File: config.mk
export PLATFORM = sky130hd
export DESIGN_NAME = fc_link_init
export DESIGN_NICKNAME = d
export VERILOG_FILES = /design/src/rtl/fci_pkg.sv /design/src/rtl/fci_adv_seq.sv /design/src/rtl/fci_rx_track.sv /design/src/rtl/fc_link_init.sv
export SDC_FILE = /design/constraint.sdc
export NUM_CORES = 1
export LEC_CHECK = 0
export BUFFER_PORTS_ARGS = -buffer_cell sky130_fd_sc_hd__buf_2
export CORE_MARGIN = 2
export CORE_UTILIZATION = 34
export DETAILED_ROUTE_END_ITERATION = 8
export HOLD_SLACK_MARGIN = 0.08
export PLACE_DENSITY_LB_ADDON = 0.1
export RECOVER_POWER = 100
export SLEW_MARGIN = 20
export SYNTH_ARGS = -nofsm -noshare
export SYNTH_HDL_FRONTEND = slang
export SYNTH_SLANG_ARGS = --single-unit
File: constraint.sdc
create_clock -name clk -period 2 [get_ports clk]
set_input_delay 0.2 -clock clk [delete_from_list [all_inputs] [get_ports clk]]
set_output_delay 0.2 -clock clk [all_outputs]
set_load 0.1 [all_outputs]
File: src/rtl/fci_pkg.sv
package fci_pkg;

    localparam int NCAT   = 3;
    localparam int HDR_W  = 8;
    localparam int DAT_W  = 12;
    localparam int KIND_W = 4;
    localparam int VC_W   = 3;

    localparam logic [NCAT-1:0] ALL_CATS = '1;

    typedef enum logic [1:0] {
        ST_INACT  = 2'd0,
        ST_INIT1  = 2'd1,
        ST_INIT2  = 2'd2,
        ST_ACTIVE = 2'd3
    } dl_state_e;

    typedef enum logic [1:0] {
        CAT_P   = 2'd0,
        CAT_NP  = 2'd1,
        CAT_CPL = 2'd2
    } fc_cat_e;

    typedef struct packed {
        logic [KIND_W-1:0] kind;
        logic [VC_W-1:0]   vc;
        logic [HDR_W-1:0]  hdr;
        logic [DAT_W-1:0]  dat;
    } fc_dllp_t;

    // Advertisement kind: bit3 selects phase, bit2 marks an init advert,
    // bits1:0 carry the category.
    function automatic logic [KIND_W-1:0] adv_kind(logic second, fc_cat_e c);
        return {second, 1'b1, c};
    endfunction

    function automatic logic is_adv(logic [KIND_W-1:0] k);
        return k[2] && (k[1:0] != 2'b11);
    endfunction

    function automatic fc_cat_e next_cat(fc_cat_e c);
        fc_cat_e n;
        case (c)
            CAT_P:   n = CAT_NP;
            CAT_NP:  n = CAT_CPL;
            default: n = CAT_P;
        endcase
        return n;
    endfunction

endpackage

File: src/rtl/fci_adv_seq.sv
module fci_adv_seq
    import fci_pkg::*;
#(
    parameter logic [VC_W-1:0] VC_ID = '0
) (
    input  logic                    clk,
    input  logic                    rst,
    input  logic                    restart,
    input  logic                    emit,
    input  logic                    second,
    input  logic [NCAT*HDR_W-1:0]   loc_hdr,
    input  logic [NCAT*DAT_W-1:0]   loc_dat,
    output fc_cat_e                 cat,
    output fc_dllp_t                adv
);

    fc_cat_e cat_q;

    always_ff @(posedge clk) begin
        if (rst || restart)
            cat_q <= CAT_P;
        else if (emit)
            cat_q <= next_cat(cat_q);
    end

    always_comb begin
        adv.kind = adv_kind(second, cat_q);
        adv.vc   = VC_ID;
        adv.hdr  = loc_hdr[int'(cat_q)*HDR_W +: HDR_W];
        adv.dat  = loc_dat[int'(cat_q)*DAT_W +: DAT_W];
    end

    assign cat = cat_q;

endmodule

File: src/rtl/fci_rx_track.sv
module fci_rx_track
    import fci_pkg::*;
#(
    parameter logic [VC_W-1:0] VC_ID = '0
) (
    input  logic                    clk,
    input  logic                    rst,
    input  logic                    clear,
    input  logic                    take1,
    input  logic                    take2,
    input  logic                    rx_valid,
    input  logic                    rx_crc_ok,
    input  fc_dllp_t                rx,
    output logic [NCAT-1:0]         seen1,
    output logic [NCAT-1:0]         seen2,
    output logic [NCAT-1:0]         hit2,
    output logic [NCAT*HDR_W-1:0]   par_hdr,
    output logic [NCAT*DAT_W-1:0]   par_dat
);

    logic good;
    assign good = rx_valid && rx_crc_ok && (rx.vc == VC_ID) && is_adv(rx.kind);

    for (genvar g = 0; g < NCAT; g++) begin : g_cat
        logic             sel;
        logic             hit1;
        logic             s1_q, s2_q;
        logic [HDR_W-1:0] h_q;
        logic [DAT_W-1:0] d_q;

        assign sel     = good && (int'(rx.kind[1:0]) == g);
        assign hit1    = sel && !rx.kind[3] && take1;
        assign hit2[g] = sel &&  rx.kind[3] && take2;

        always_ff @(posedge clk) begin
            if (rst || clear) begin
                s1_q <= 1'b0;
                s2_q <= 1'b0;
                h_q  <= '0;
                d_q  <= '0;
            end else begin
                if (hit1 && !s1_q) begin
                    s1_q <= 1'b1;
                    h_q  <= rx.hdr;
                    d_q  <= rx.dat;
                end
                if (hit2[g])
                    s2_q <= 1'b1;
            end
        end

        assign seen1[g]                 = s1_q;
        assign seen2[g]                 = s2_q;
        assign par_hdr[g*HDR_W +: HDR_W] = h_q;
        assign par_dat[g*DAT_W +: DAT_W] = d_q;
    end

endmodule

File: src/rtl/fc_link_init.sv
module fc_link_init
    import fci_pkg::*;
#(
    parameter logic [VC_W-1:0] VC_ID = '0
) (
    input  logic                    clk,
    input  logic                    rst,
    input  logic                    phy_link_up,
    input  logic [NCAT*HDR_W-1:0]   loc_hdr_cred,
    input  logic [NCAT*DAT_W-1:0]   loc_dat_cred,
    input  logic                    rx_valid,
    input  logic                    rx_crc_ok,
    input  logic [KIND_W-1:0]       rx_kind,
    input  logic [VC_W-1:0]         rx_vc,
    input  logic [HDR_W-1:0]        rx_hdr,
    input  logic [DAT_W-1:0]        rx_dat,
    output logic                    tx_valid,
    output logic [KIND_W-1:0]       tx_kind,
    output logic [VC_W-1:0]         tx_vc,
    output logic [HDR_W-1:0]        tx_hdr,
    output logic [DAT_W-1:0]        tx_dat,
    output logic [NCAT*HDR_W-1:0]   par_hdr_cred,
    output logic [NCAT*DAT_W-1:0]   par_dat_cred,
    output logic [NCAT-1:0]         par_hdr_inf,
    output logic [NCAT-1:0]         par_dat_inf,
    output logic                    dl_up
);

    dl_state_e       state_q, state_d;
    fc_cat_e         cat;
    fc_dllp_t        adv, rx_pkt;
    logic            emit, second;
    logic [NCAT-1:0] cat_oh, sent2_q, seen1, seen2, hit2;

    assign emit   = (state_q == ST_INIT1) || (state_q == ST_INIT2);
    assign second = (state_q == ST_INIT2);
    assign cat_oh = NCAT'(1) << int'(cat);
    assign rx_pkt = '{kind: rx_kind, vc: rx_vc, hdr: rx_hdr, dat: rx_dat};

    fci_adv_seq #(.VC_ID(VC_ID)) u_seq (
        .clk     (clk),
        .rst     (rst),
        .restart (!phy_link_up),
        .emit    (emit),
        .second  (second),
        .loc_hdr (loc_hdr_cred),
        .loc_dat (loc_dat_cred),
        .cat     (cat),
        .adv     (adv)
    );

    fci_rx_track #(.VC_ID(VC_ID)) u_rx (
        .clk       (clk),
        .rst       (rst),
        .clear     (!phy_link_up),
        .take1     (state_q == ST_INIT1),
        .take2     (state_q == ST_INIT2),
        .rx_valid  (rx_valid),
        .rx_crc_ok (rx_crc_ok),
        .rx        (rx_pkt),
        .seen1     (seen1),
        .seen2     (seen2),
        .hit2      (hit2),
        .par_hdr   (par_hdr_cred),
        .par_dat   (par_dat_cred)
    );

    // Main control sequence
    always_comb begin
        state_d = state_q;
        if (!phy_link_up) begin
            state_d = ST_INACT;
        end else begin
            case (state_q)
                ST_INACT:  state_d = ST_INIT1;
                ST_INIT1:  if (cat == CAT_CPL && seen1 == ALL_CATS) state_d = ST_INIT2;
                ST_INIT2:  if (((sent2_q | cat_oh) == ALL_CATS) &&
                               ((seen2 | hit2) == ALL_CATS)) state_d = ST_ACTIVE;
                default:   state_d = ST_ACTIVE;
            endcase
        end
    end

    always_ff @(posedge clk) begin
        if (rst) begin
            state_q <= ST_INACT;
            sent2_q <= '0;
        end else begin
            state_q <= state_d;
            sent2_q <= (state_q == ST_INIT2) ? (sent2_q | cat_oh) : '0;
        end
    end

    for (genvar g = 0; g < NCAT; g++) begin : g_inf
        assign par_hdr_inf[g] = (par_hdr_cred[g*HDR_W +: HDR_W] == '0);
        assign par_dat_inf[g] = (par_dat_cred[g*DAT_W +: DAT_W] == '0);
    end

    assign tx_valid = emit;
    assign tx_kind  = adv.kind;
    assign tx_vc    = adv.vc;
    assign tx_hdr   = adv.hdr;
    assign tx_dat   = adv.dat;
    assign dl_up    = (state_q == ST_ACTIVE);

    // a non-posted first-phase advert always follows a posted one
    a_r3_np_after_p: assert property (@(posedge clk) disable iff (rst)
        (tx_valid && tx_kind == 4'b0101) |-> ($past(tx_valid) && $past(tx_kind) == 4'b0100));

    // a packet with a bad CRC never alters the recorded partner credits
    a_r5_bad_crc_ignored: assert property (@(posedge clk) disable iff (rst)
        (rx_valid && !rx_crc_ok && phy_link_up) |=>
            ($stable(par_hdr_cred) && $stable(par_dat_cred)));

    // the second phase opens right after a first-phase completion advert
    a_r6_phase2_entry: assert property (@(posedge clk) disable iff (rst)
        (tx_valid && tx_kind == 4'b1100 && $past(tx_valid) && !$past(tx_kind[3])) |->
            ($past(tx_kind) == 4'b0110));

    // link-active is only reached from a second-phase emission cycle
    a_r7_up_from_phase2: assert property (@(posedge clk) disable iff (rst)
        $rose(dl_up) |-> ($past(tx_valid) && $past(tx_kind[3]) && !tx_valid));

    // losing the physical link drops everything on the next edge
    a_r9_link_loss: assert property (@(posedge clk) disable iff (rst)
        !phy_link_up |=> (!dl_up && !tx_valid && par_hdr_cred == '0 && par_dat_cred == '0));

endmodule

# Word level (Yosys, flattened, before mapping)
# Index checks and enable logic that the tools add are counted.
# word_totals
input_bits	92
ram_bits	0
wordCells	84
romBits	0
n_memories	0
latchBits	0
regBits	73
# classes
muxes	4
multipliers	1
bitwise	4
reduce_logical	44
n_shift	3
div_mod_pow	0
magnitude_cmp	0
eq_ne	13
addsub	0
# op_table
operator	n
$logic_not A12 Y1	3
$shiftx A36 B32 Y12	1
$logic_and A1 B1 Y1	24
$logic_not A8 Y1	3
$shiftx A24 B6 Y8	1
$eq A2 B2 Y1 const B	5
$eq A3 B3 Y1 const B	3
$logic_not A2 Y1	3
$ne A2 B2 Y1 const B	3
$or A3 B3 Y3	2
$pmux W2 S3	1
$logic_not A1 Y1	5
$eq A2 B1 Y1 const B	2
$mul A2 B2 Y4 const B	1
$mux W2	2
$pmux W2 S2	1
$reduce_or A2 Y1	2
$logic_not A3 Y1	1
$shl A1 B2 Y3 const A	1
$logic_or A1 B1 Y1	2
$not A1 Y1	2
$reduce_and A2 Y1	1

# Longest topological paths before layout
# Gate-level depths: netlist (run 1).
# logic_depth
ltp_word	11
depth_mapped	7

# Hierarchy
# From an unflattened synthesis (run 1), not the netlist that was laid out.
# unflattened
cells_unflattened	377
hier_area_um2	3565.9
# modules_own_cells
module	n_inst	cells_each	seq_area_each_um2	area_each_um2
fci_rx_track	1	252	1321.3	2539.9
fci_adv_seq	1	65	40.0	568.0
fc_link_init	1	60	100.1	457.9

# Least setup slack after synthesis (run 1)
# OpenSTA, ideal clock, no wires.
# synth_path
path_kind	reg-to-output
from	register u_seq.cat_q[1] (netlist: u_seq.cat[1])
to	output tx_dat[10]
path_stages_with_launch	5
arrival_time_ns	3.916
n_path_buf	2
required_time_ns	1.800
slack_ns	-2.116
path_cell_list	dfxtp_1 buf_2 buf_1 mux2i_1 o21ai_0
# synth_via
elab_chain_len	2
# synth_rtl
item	line	text
start: declaration	fci_adv_seq.sv:17	fc_cat_e cat_q;
start signal: assignment	fci_adv_seq.sv:23	cat_q <= next_cat(cat_q);
$mul A2 B2 Y4	fci_adv_seq.sv:30	adv.dat = loc_dat[int'(cat_q)*DAT_W +: DAT_W];
$shiftx A36 B32 Y12	fci_adv_seq.sv:30	
end: declaration	fc_link_init.sv:21	output logic [DAT_W-1:0] tx_dat,
# Every way passes these cells.

# Worst setup path after layout (run 1)
# layout_path
from	register u_rx.g_cat[1].d_q[2]
to	output par_dat_inf[1]
# layout_via
elab_chain_len	1
# layout_rtl
item	line	text
start: declaration	fci_rx_track.sv:29	logic [DAT_W-1:0] d_q;
start signal: assignment	fci_rx_track.sv:45	d_q <= rx.dat;
$logic_not A12 Y1	fc_link_init.sv:96	assign par_dat_inf[g] = (par_dat_cred[g*DAT_W +: DAT_W] == '0);
end: declaration	fc_link_init.sv:25	output logic [NCAT-1:0] par_dat_inf,
# Every way passes these cells.

==> results of run 1 <==
## power by group
group	switching (mW)	internal [mW]
clock network	0.582	0.614
registers	0.00459	1.46
logic	0.551	0.248
## area by class of cell
class / count / area share
tap: 133 / 0.0331
timing repair buffer: 190 / 0.235
clock buffer: 10 / 0.0274
inverter: 6 / 0.00448
sequential: 73 / 0.295
multi-input combinational: 327 / 0.392
clock inverter: 6 / 0.0129
## placed cells by master (no fill, tap or decap), types with 2 or more instances in the layout
master,n
nor2b_1,2
buf_12,6
or4_4,2
nand3_1,3
mux2_2,3
inv_1,6
o21ai_4,20
nor4_1,10
dfxtp_2,15
nand2b_1,2
and3_2,3
clkinvlp_4,2
mux2i_1,21
nand2_1,141
clkbuf_8,10
nor2_1,20
clkbuf_1,7
buf_4,5
clkbuf_4,4
conb_1,4
buf_2,92
ha_1,4
or4_1,6
dfxtp_1,57
clkbuf_2,60
nor2_4,3
buf_6,6
buf_8,9
a31oi_1,2
a21oi_1,64
## cell families (layout without fill, tap and decap cells)
group                      count (synthesis)  after routing  synth area share
buffers and inverters                     38            212            0.0598
AOI/OAI and AO/OA                         90             90             0.137
and+or+nand+nor                          204            204             0.276
DFF                                       73             73             0.434
muxes                                     24             24            0.0724
other                                      2              4           0.00223
adders and majority gates                  5              5            0.0186
## per-layer routing
metal | part of all wire | routed length, um | track usage | vias to the layer above
li1 | - | - | - | 1804
met1 | 0.42 | 4650 | 0.248 | 1673
met2 | 0.51 | 5640 | 0.360 | 125
met3 | 0.064 | 717 | 0.0560 | 6
met4 | 0.012 | 130 | 0.0579 | 0
met5 | 0 | 0 | 0 | -
## through the flow
| stage | instances | total power [mW] | setup WS (ns) |
|---|---|---|---|
| floorplan | 438 | 2.02 | 0.0230 |
| global placement | 729 | 2.34 | 0.138 |
| detailed placement | 729 | 2.35 | 0.0373 |
| CTS | 745 | 3.53 | 0.000192 |
| global route | 745 | 3.59 | 0.00368 |
| finish | 745 | 3.46 | 0.0697 |
## synth_stat cells
library cell  instances  area (um2)
nor3_1                2        10.0
ha_1                  5        62.6
o21ai_0              20         100
nor4_2                2        25.0
buf_6                 4        45.0
a21oi_1              64         320
o31ai_1               1        7.51
dfxtp_1              73        1460
nand4b_4              1        23.8
nand2_1             141         529
mux2i_1              21         210
conb_1                2        7.51
nor4_1                9        56.3
o31a_1                1        8.76
a31oi_1               3        18.8
nor3b_4               1        18.8
and4bb_2              1        12.5
inv_1                 6        22.5
or4_1                 6        45.0
nand2b_1              3        18.8
nor2_1               23        86.3
buf_4                 5        37.5
or4_4                 2        22.5
and3b_1               1        8.76
or3_1                 1        6.26
buf_1                 1        3.75
buf_2                 8        40.0
clkbuf_1             14        52.6
and3_1                4        25.0
nand3_1               3        15.0
and2_1                1        6.26
nand2_2               1        6.26
mux2_2                3        33.8
nor2b_1               2        12.5
o211ai_1              1        7.51
## registers in the layout, summed over array words and instances (netlist names)
register         cells
u_rx.g_cat.s2_q      3
u_rx.g_cat.h_q      24
u_rx.g_cat.s1_q      3
state_q              2
u_seq.cat            2
u_rx.g_cat.d_q      36
sent2_q              3
## repair_timing
| item | CTS | global route |
|---|---|---|
| pin swaps | 0 | 1 |
| setup endpoints to repair | 1 | 4 |
| gates resized for setup | 1 | 6 |
## critical path: cells and delay by family (launching register included)
family	cells	cell delay, ns
simple gates	2	0.64
flops	1	0.34
buf+inv	1	0.42
## worst paths after layout
path,start,endpoint,slack [ns],cells past startpoint
setup reg to reg,state_q[0],state_q[0],0.15,7
hold reg to reg,u_rx.g_cat[1].h_q[0],u_rx.g_cat[1].h_q[0],0.46,2
setup / recovery,u_rx.g_cat[1].d_q[2],par_dat_inf[1],0.07,3
hold / removal,rx_dat[6],u_rx.g_cat[0].d_q[6],0.13,3
==> metrics, run 1 <==
DR iter-0 viols=98; final hold vios=0; gr ovfl total=0; Die ar.=~11000 um2; Placer Congestion=0.792; latest clock arrival within the worst-skew pair=between 0.3 and 0.4 ns; crit end category=primary output; RSZ-0062 raised after global routing=false; Seq/Total Area, Yosys=0.434; share of layout cells above drive strength 1=0.415; largest net degree at the start of global routing=72; leakage power=2.00 nW; Worst Clk Skew=approximately 0.011 ns; Remaining DRCs=0; Placed Area=4940 um2; Final Cell Area=approximately 5000 um2; area growth from synthesis to layout=49.4%; post-CTS setup repair buffer count=0; outcome=finished, final reports clean; Final Util=0.520; Multi-input gate area=1970 um2; count of cell types in the netlist=35; H-tree depth=3; HPWL Detailed=between 8000 and 9000 um; peak per-stage delay on the critical path=about 0.42 ns; Slew @ Worst Pin=about 1.2 ns; ordered list of cells on the worst path=nor4_1, and3_2, buf_2; synthesized area=between 3000 and 4000 um2; routed length per instance=15.0 um; Yosys reg bits=73; setup total negative slack=0 ns; Slew Limit Headroom=0.216; initial antenna violation count=0; worst hold path class=in2reg; vias per cell=4.84; I/O pin total=about 190; max_cap viols=0; Port Buffer Count=approximately 180; fillers=953; minimum clock period=1.93 ns; critical path data arrival time=roughly 1.7 ns; first-pass GRT wire length=~18000 um; Core Region=approximately 9700 um2; vias in the first global route=approximately 3600; root buf cell=clkbuf_8; CP required=1.80 ns; Synth Warn #=0; Tcrit/Tclk final=0.965; Peak VDD IR=~0.35 mV; Final Setup Violations=0; PwrDens=687 nW/um2; worst hold slack=about 0.13 ns; Reg area=about 1500 um2; CP startpoint kind=flop; Max Slew Vio Count=0; Die Y-Extent=about 100 um; Initial Util=0.348; TritonCTS buffer count=9; Worst Path Max Fanout=3; row count=36; fmax=518 MHz; Crit Path Class=reg2out; vias=3608; syn_area_per_cell=between 7 and 8 um2; CTS tree=built; drt pass-1 iters=6; clock tree buffer depth=2; antenna cells=0; CP max stage cell=buf_2; clk slew on worst S/H paths=0.08 ns; Total Wirelength=11100 um; All-Layer GR Usage=0.206; Die X=roughly 100 um; antenna viol nets, final=0; hold buffer count at cts=0; clk sinks=73; NumNets Final=around 700; post-synthesis cell count=436
(Power assumes the default switching activity.)
==> inputs of run 2 (changes only) <==
- CTS_BUF_LIST: default -> sky130_fd_sc_hd__clkbuf_16
==> run 2 against run 1 <==
Against the previous run: register-to-register slack got worse by 0.04 ns; critical path type unchanged; sequential power is essentially flat; total power up 11%; flip-flop and latch count unchanged.
==> metrics, run 2 (same netlist as run 1, synthesis figures left out) <==
area growth from synthesis to layout=49.7%; fillers=slightly below 1000; row count=36; gr ovfl total=0; leading cell type in the layout, fill and taps excluded=nand2_1; initial antenna violation count=0; Tot Pwr=approximately 3.8 mW; Max Slew Vio Count=0; drt pass-1 iters=4; I/O pin total=between 150 and 200; Die X=approximately 100 um; post-CTS setup repair buffer count=0; antenna viol nets, final=0; worst reg2reg path depth=7; Total Wirelength=about 11000 um; Crit Path Class=reg2out; Remaining DRCs=0; HPWL Detailed=just under 9000 um; critical path data arrival time=around 1.7 ns; Final Setup Violations=0; share of layout cells above drive strength 1=0.386; root buf cell=clkbuf_16; clk slew on worst S/H paths=0.06 ns; Worst Clk Skew=a little under 0.008 ns; worst hold path class=in2reg; CTS tree=built; CP required=1.80 ns; crit end category=primary output; DR iter-0 viols=about 140; latest clock arrival within the worst-skew pair=roughly 0.33 ns; Port Buffer Count=around 180; TritonCTS buffer count=9; vias=between 3000 and 4000; commonest cells after routing, fill and taps aside=nand2_1, buf_2, a21oi_1, dfxtp_1, clkbuf_2; NumNets Final=about 700; vias per cell=approximately 4.9; clk sinks=73; routed length per instance=~15 um; CP startpoint kind=flop; PwrDens=between 700 and 800 nW/um2; Slew @ Worst Pin=around 1.2 ns; Initial Util=0.348; antenna cells=0; Regs by FF count=u_rx.g_cat.d_q: 36 flops, u_rx.g_cat.h_q: 24 flops; minimum clock period=a little under 2 ns; Die Y-Extent=around 100 um; clock tree buffer depth=2; Reg area=1480 um2; Core Region=around 9700 um2; first-pass GRT wire length=about 18000 um; Die ar.=10700 um2; vias in the first global route=approximately 3500; Worst Path Max Fanout=3; max_cap viols=0; Slew Limit Headroom=0.213; leakage power=around 2.0 nW; outcome=finished, final reports clean; Placer Congestion=around 0.79; Placed Area=between 4000 and 5000 um2; Multi-input gate area=~2000 um2; All-Layer GR Usage=0.207; final hold vios=0; largest net degree at the start of global routing=72; Hold Path Cell Cnt=3; H-tree depth=3; Peak VDD IR=around 0.34 mV; Final Cell Area=just over 5000 um2; Final Util=0.521; hold buffer count at cts=0; Reg with most FFs=u_rx.g_cat.d_q; Tcrit/Tclk final=0.961; fmax=520 MHz; post-cts resize count=0; max reg flops=36
-- run 2: cell types whose count changed in the layout (fill, tap and decap cells not counted), moves of 4 or more --
cell       before  now
clkbuf_1        7   23
clkbuf_2       60   43
buf_12          6    2
buf_6           6   17
clkbuf_8       10    0
buf_8           9    2
clkbuf_16       0    9
-- run 2: where the power goes --
| part | internal, mW | switching (mW) |
|---|---|---|
| logic | 0.225 | 0.546 |
| registers | 1.46 | 0.00461 |
| clock network | 0.964 | 0.640 |
| total | 2.65 | 1.19 |
-- run 2: cell type report --
class | count | share of cell area
multi-input combinational | 327 | 0.392
sequential | 73 | 0.294
timing repair buffer | 190 | 0.218
clock buffer | 9 | 0.0447
tap | 133 | 0.0330
clock inverter | 7 | 0.0136
inverter | 6 | 0.00447
-- run 2: routing by layer --
metal  vias to the layer above  global-route usage  wire length (um)
li1                       1802                   -                 -
met1                      1678               0.249              4670
met2                       128               0.363              5670
met3                        13              0.0503               742
met4                         0              0.0647               165
met5                         -                   0                 0
-- run 2: path summary, 6_finish.rpt --
| path | from | end | slack, ns |
|---|---|---|---|
| worst max register to register | state_q[0] | state_q[0] | 0.11 |
| worst max-delay path | u_rx.g_cat[2].d_q[0] | par_dat_inf[2] | 0.08 |
| worst min register to register | u_rx.g_cat[2].h_q[2] | u_rx.g_cat[2].h_q[2] | 0.46 |
| worst min-delay path | rx_hdr[4] | u_rx.g_cat[2].h_q[4] | 0.14 |
-- run 2: per-stage QoR --
stage	setup WS (ns)	setup TNS, ns	hold WS (ns)	std cells
after floorplan	0.0230	0	0.328	438
after global placement	0.138	0	0.446	729
after detailed placement	0.0373	0	0.449	729
after CTS	0.0228	0	0.127	745
after global routing	-0.00448	-0.00448	0.139	745
final	0.0782	0	0.139	745
-- run 2: critical path: stages, from the launching register on --
cell	delay, ns
dfxtp_1	0.34
nor4_1	0.34
and3_2	0.25
clkbuf_2	0.45
==> inputs of run 3 (changes only) <==
- CORE_UTILIZATION: 34 -> 44
- PLACE_DENSITY: default -> 0.86
- PLACE_DENSITY_LB_ADDON: 0.1 -> default
- SKIP_LAST_GASP: default -> 1
==> run 3 against run 2 <==
Against the previous run: count of clock-buffer cells in the layout unchanged; sequential power about the same; setup slack worse by 0.052 ns; non-clock buffer count unchanged; sequential share of layout area up 0.14 points; wire length up 0.82%; register-to-register slack about the same; worst hold slack better by 0.00073 ns; clock power about the same; combinational power down 0.6%; largest power group unchanged; highest routed layer unchanged.
==> metrics, run 3 (same netlist as run 1, synthesis figures left out) <==
vias in the first global route=between 3000 and 4000; post-CTS setup repair buffer count=0; first-pass GRT wire length=17800 um; DR iter-0 viols=about 200; crit-path leading delay family=simple AND/OR/NAND/NOR gates; Max Slew Vio Count=0; commonest cells after routing, fill and taps aside=nand2_1, buf_2, a21oi_1, dfxtp_1, clkbuf_2; outcome=finished, final reports clean; initial antenna violation count=0; vias per cell=5.40; Remaining DRCs=0; Peak VDD IR=0.453 mV; root buf cell=clkbuf_16; Die X=a little over 90 um; final hold vios=0; HPWL Detailed=about 8600 um; post-cts resize count=0; Die Y-Extent=91.5 um; Worst Clk Skew=around 0.0066 ns; Die ar.=around 8400 um2; Setup WS pre-CTS=~0.076 ns; H-tree depth=3; Tot Pwr=approximately 3.8 mW; PwrDens=around 760 nW/um2; Slew Limit Headroom=0.201; max_cap viols=0; largest net degree at the start of global routing=between 40 and 50; Initial Util=0.459; antenna cells=0; Regs by FF count=u_rx.g_cat.d_q: 36 flops, u_rx.g_cat.h_q: 24 flops; NumNets Final=just over 700; hold buffer count at cts=0; Reg with most FFs=u_rx.g_cat.d_q; leakage power=1.98 nW; I/O pin total=roughly 190; CP startpoint kind=flop; Placer Congestion=between 0.9 and 1; All-Layer GR Usage=0.267; Slew @ Worst Pin=between 1 and 1.5 ns; TritonCTS buffer count=9; CTS tree=built; critical path data arrival time=around 1.8 ns; Worst Path Max Fanout=3; CP max stage cell=or4_1; row count=31; fmax=between 500 and 600 MHz; ordered list of cells on the worst path=or4_1, nor2_4, buf_2; gr ovfl total=0; routed length per instance=about 16 um; worst hold path class=in2reg; Critical path buffers and inverters=1; clk sinks=73; Tcrit/Tclk final=0.987; Crit Path Class=reg2out; Core Region=between 7000 and 8000 um2; RSZ-0062 raised after global routing=false; clock tree buffer depth=2; Port Buffer Count=around 180; Total Wirelength=11300 um; setup total negative slack=0 ns; antenna viol nets, final=0; peak per-stage delay on the critical path=approximately 0.57 ns; Final Setup Violations=0; max reg flops=36; area growth from synthesis to layout=49.1%; leading cell type in the layout, fill and taps excluded=nand2_1; drt pass-1 iters=5; latest clock arrival within the worst-skew pair=~0.33 ns; CP required=1.80 ns; clk slew on worst S/H paths=around 0.060 ns; minimum clock period=1.97 ns; crit end category=primary output; vias=3837; share of layout cells above drive strength 1=0.394; final worst slack=0.0266 ns
-- run 3: cell count changes in the layout (fill, tap and decap cells not counted), moves of 2 or more --
cell	before	now
clkinv_4	0	2
clkbuf_2	43	45
nor4_4	0	2
clkinvlp_4	2	0
clkbuf_1	23	21
-- run 3: final timing paths --
kind / endpoint / cells past startpoint / start / slack (ns)
max: par_hdr_inf[1] / 3 / u_rx.g_cat[1].h_q[0] / 0.03
min: u_rx.g_cat[0].d_q[9] / 3 / rx_dat[9] / 0.14
max reg2reg: u_rx.g_cat[1].d_q[7] / 6 / state_q[1] / 0.11
min reg2reg: u_rx.g_cat[2].h_q[2] / 2 / u_rx.g_cat[2].h_q[2] / 0.47
-- run 3: cell type report --
| class | instances | area (um2) |
|---|---|---|
| Tap cell | 99 | 124 |
| Fill cell | 575 | 2310 |
| Sequential cell | 73 | 1480 |
| Clock buffer | 9 | 225 |
| Timing Repair Buffer | 190 | 1090 |
| Clock inverter | 7 | 76.3 |
| Inverter | 6 | 22.5 |
| Multi-Input combinational cell | 327 | 2000 |
-- run 3: routing by layer --
metal / global-route usage / part of all wire / vias to the layer above
met2: 0.498 / 0.52 / 227
met5: 0 / 0 / -
met1: 0.279 / 0.35 / 1784
met4: 0.122 / 0.033 / 0
li1: - / - / 1798
met3: 0.0656 / 0.094 / 28
-- run 3: per-stage QoR --
step	area, um2	cells	utilization	hold slack [ns]
finish	5020	711	0.685	0.140
detailed placement	4920	695	0.671	0.451
global placement	4920	695	0.671	0.439
floorplan	3650	438	-	0.328
global route	5020	711	0.685	0.138
CTS	5220	711	0.712	0.132
-- run 3: worst min-delay path, stage by stage --
cell and delay (ns):
buf_2 0.12, nand2_1 0.05, a21oi_1 0.05
-- run 3: power by group --
| part | leakage (nW) | total, mW | internal [mW] | switching (mW) |
|---|---|---|---|---|
| sequential | 0.596 | 1.46 | 1.46 | 0.00447 |
| combinational | 1.23 | 0.766 | 0.223 | 0.544 |
| clock | 0.151 | 1.61 | 0.976 | 0.638 |
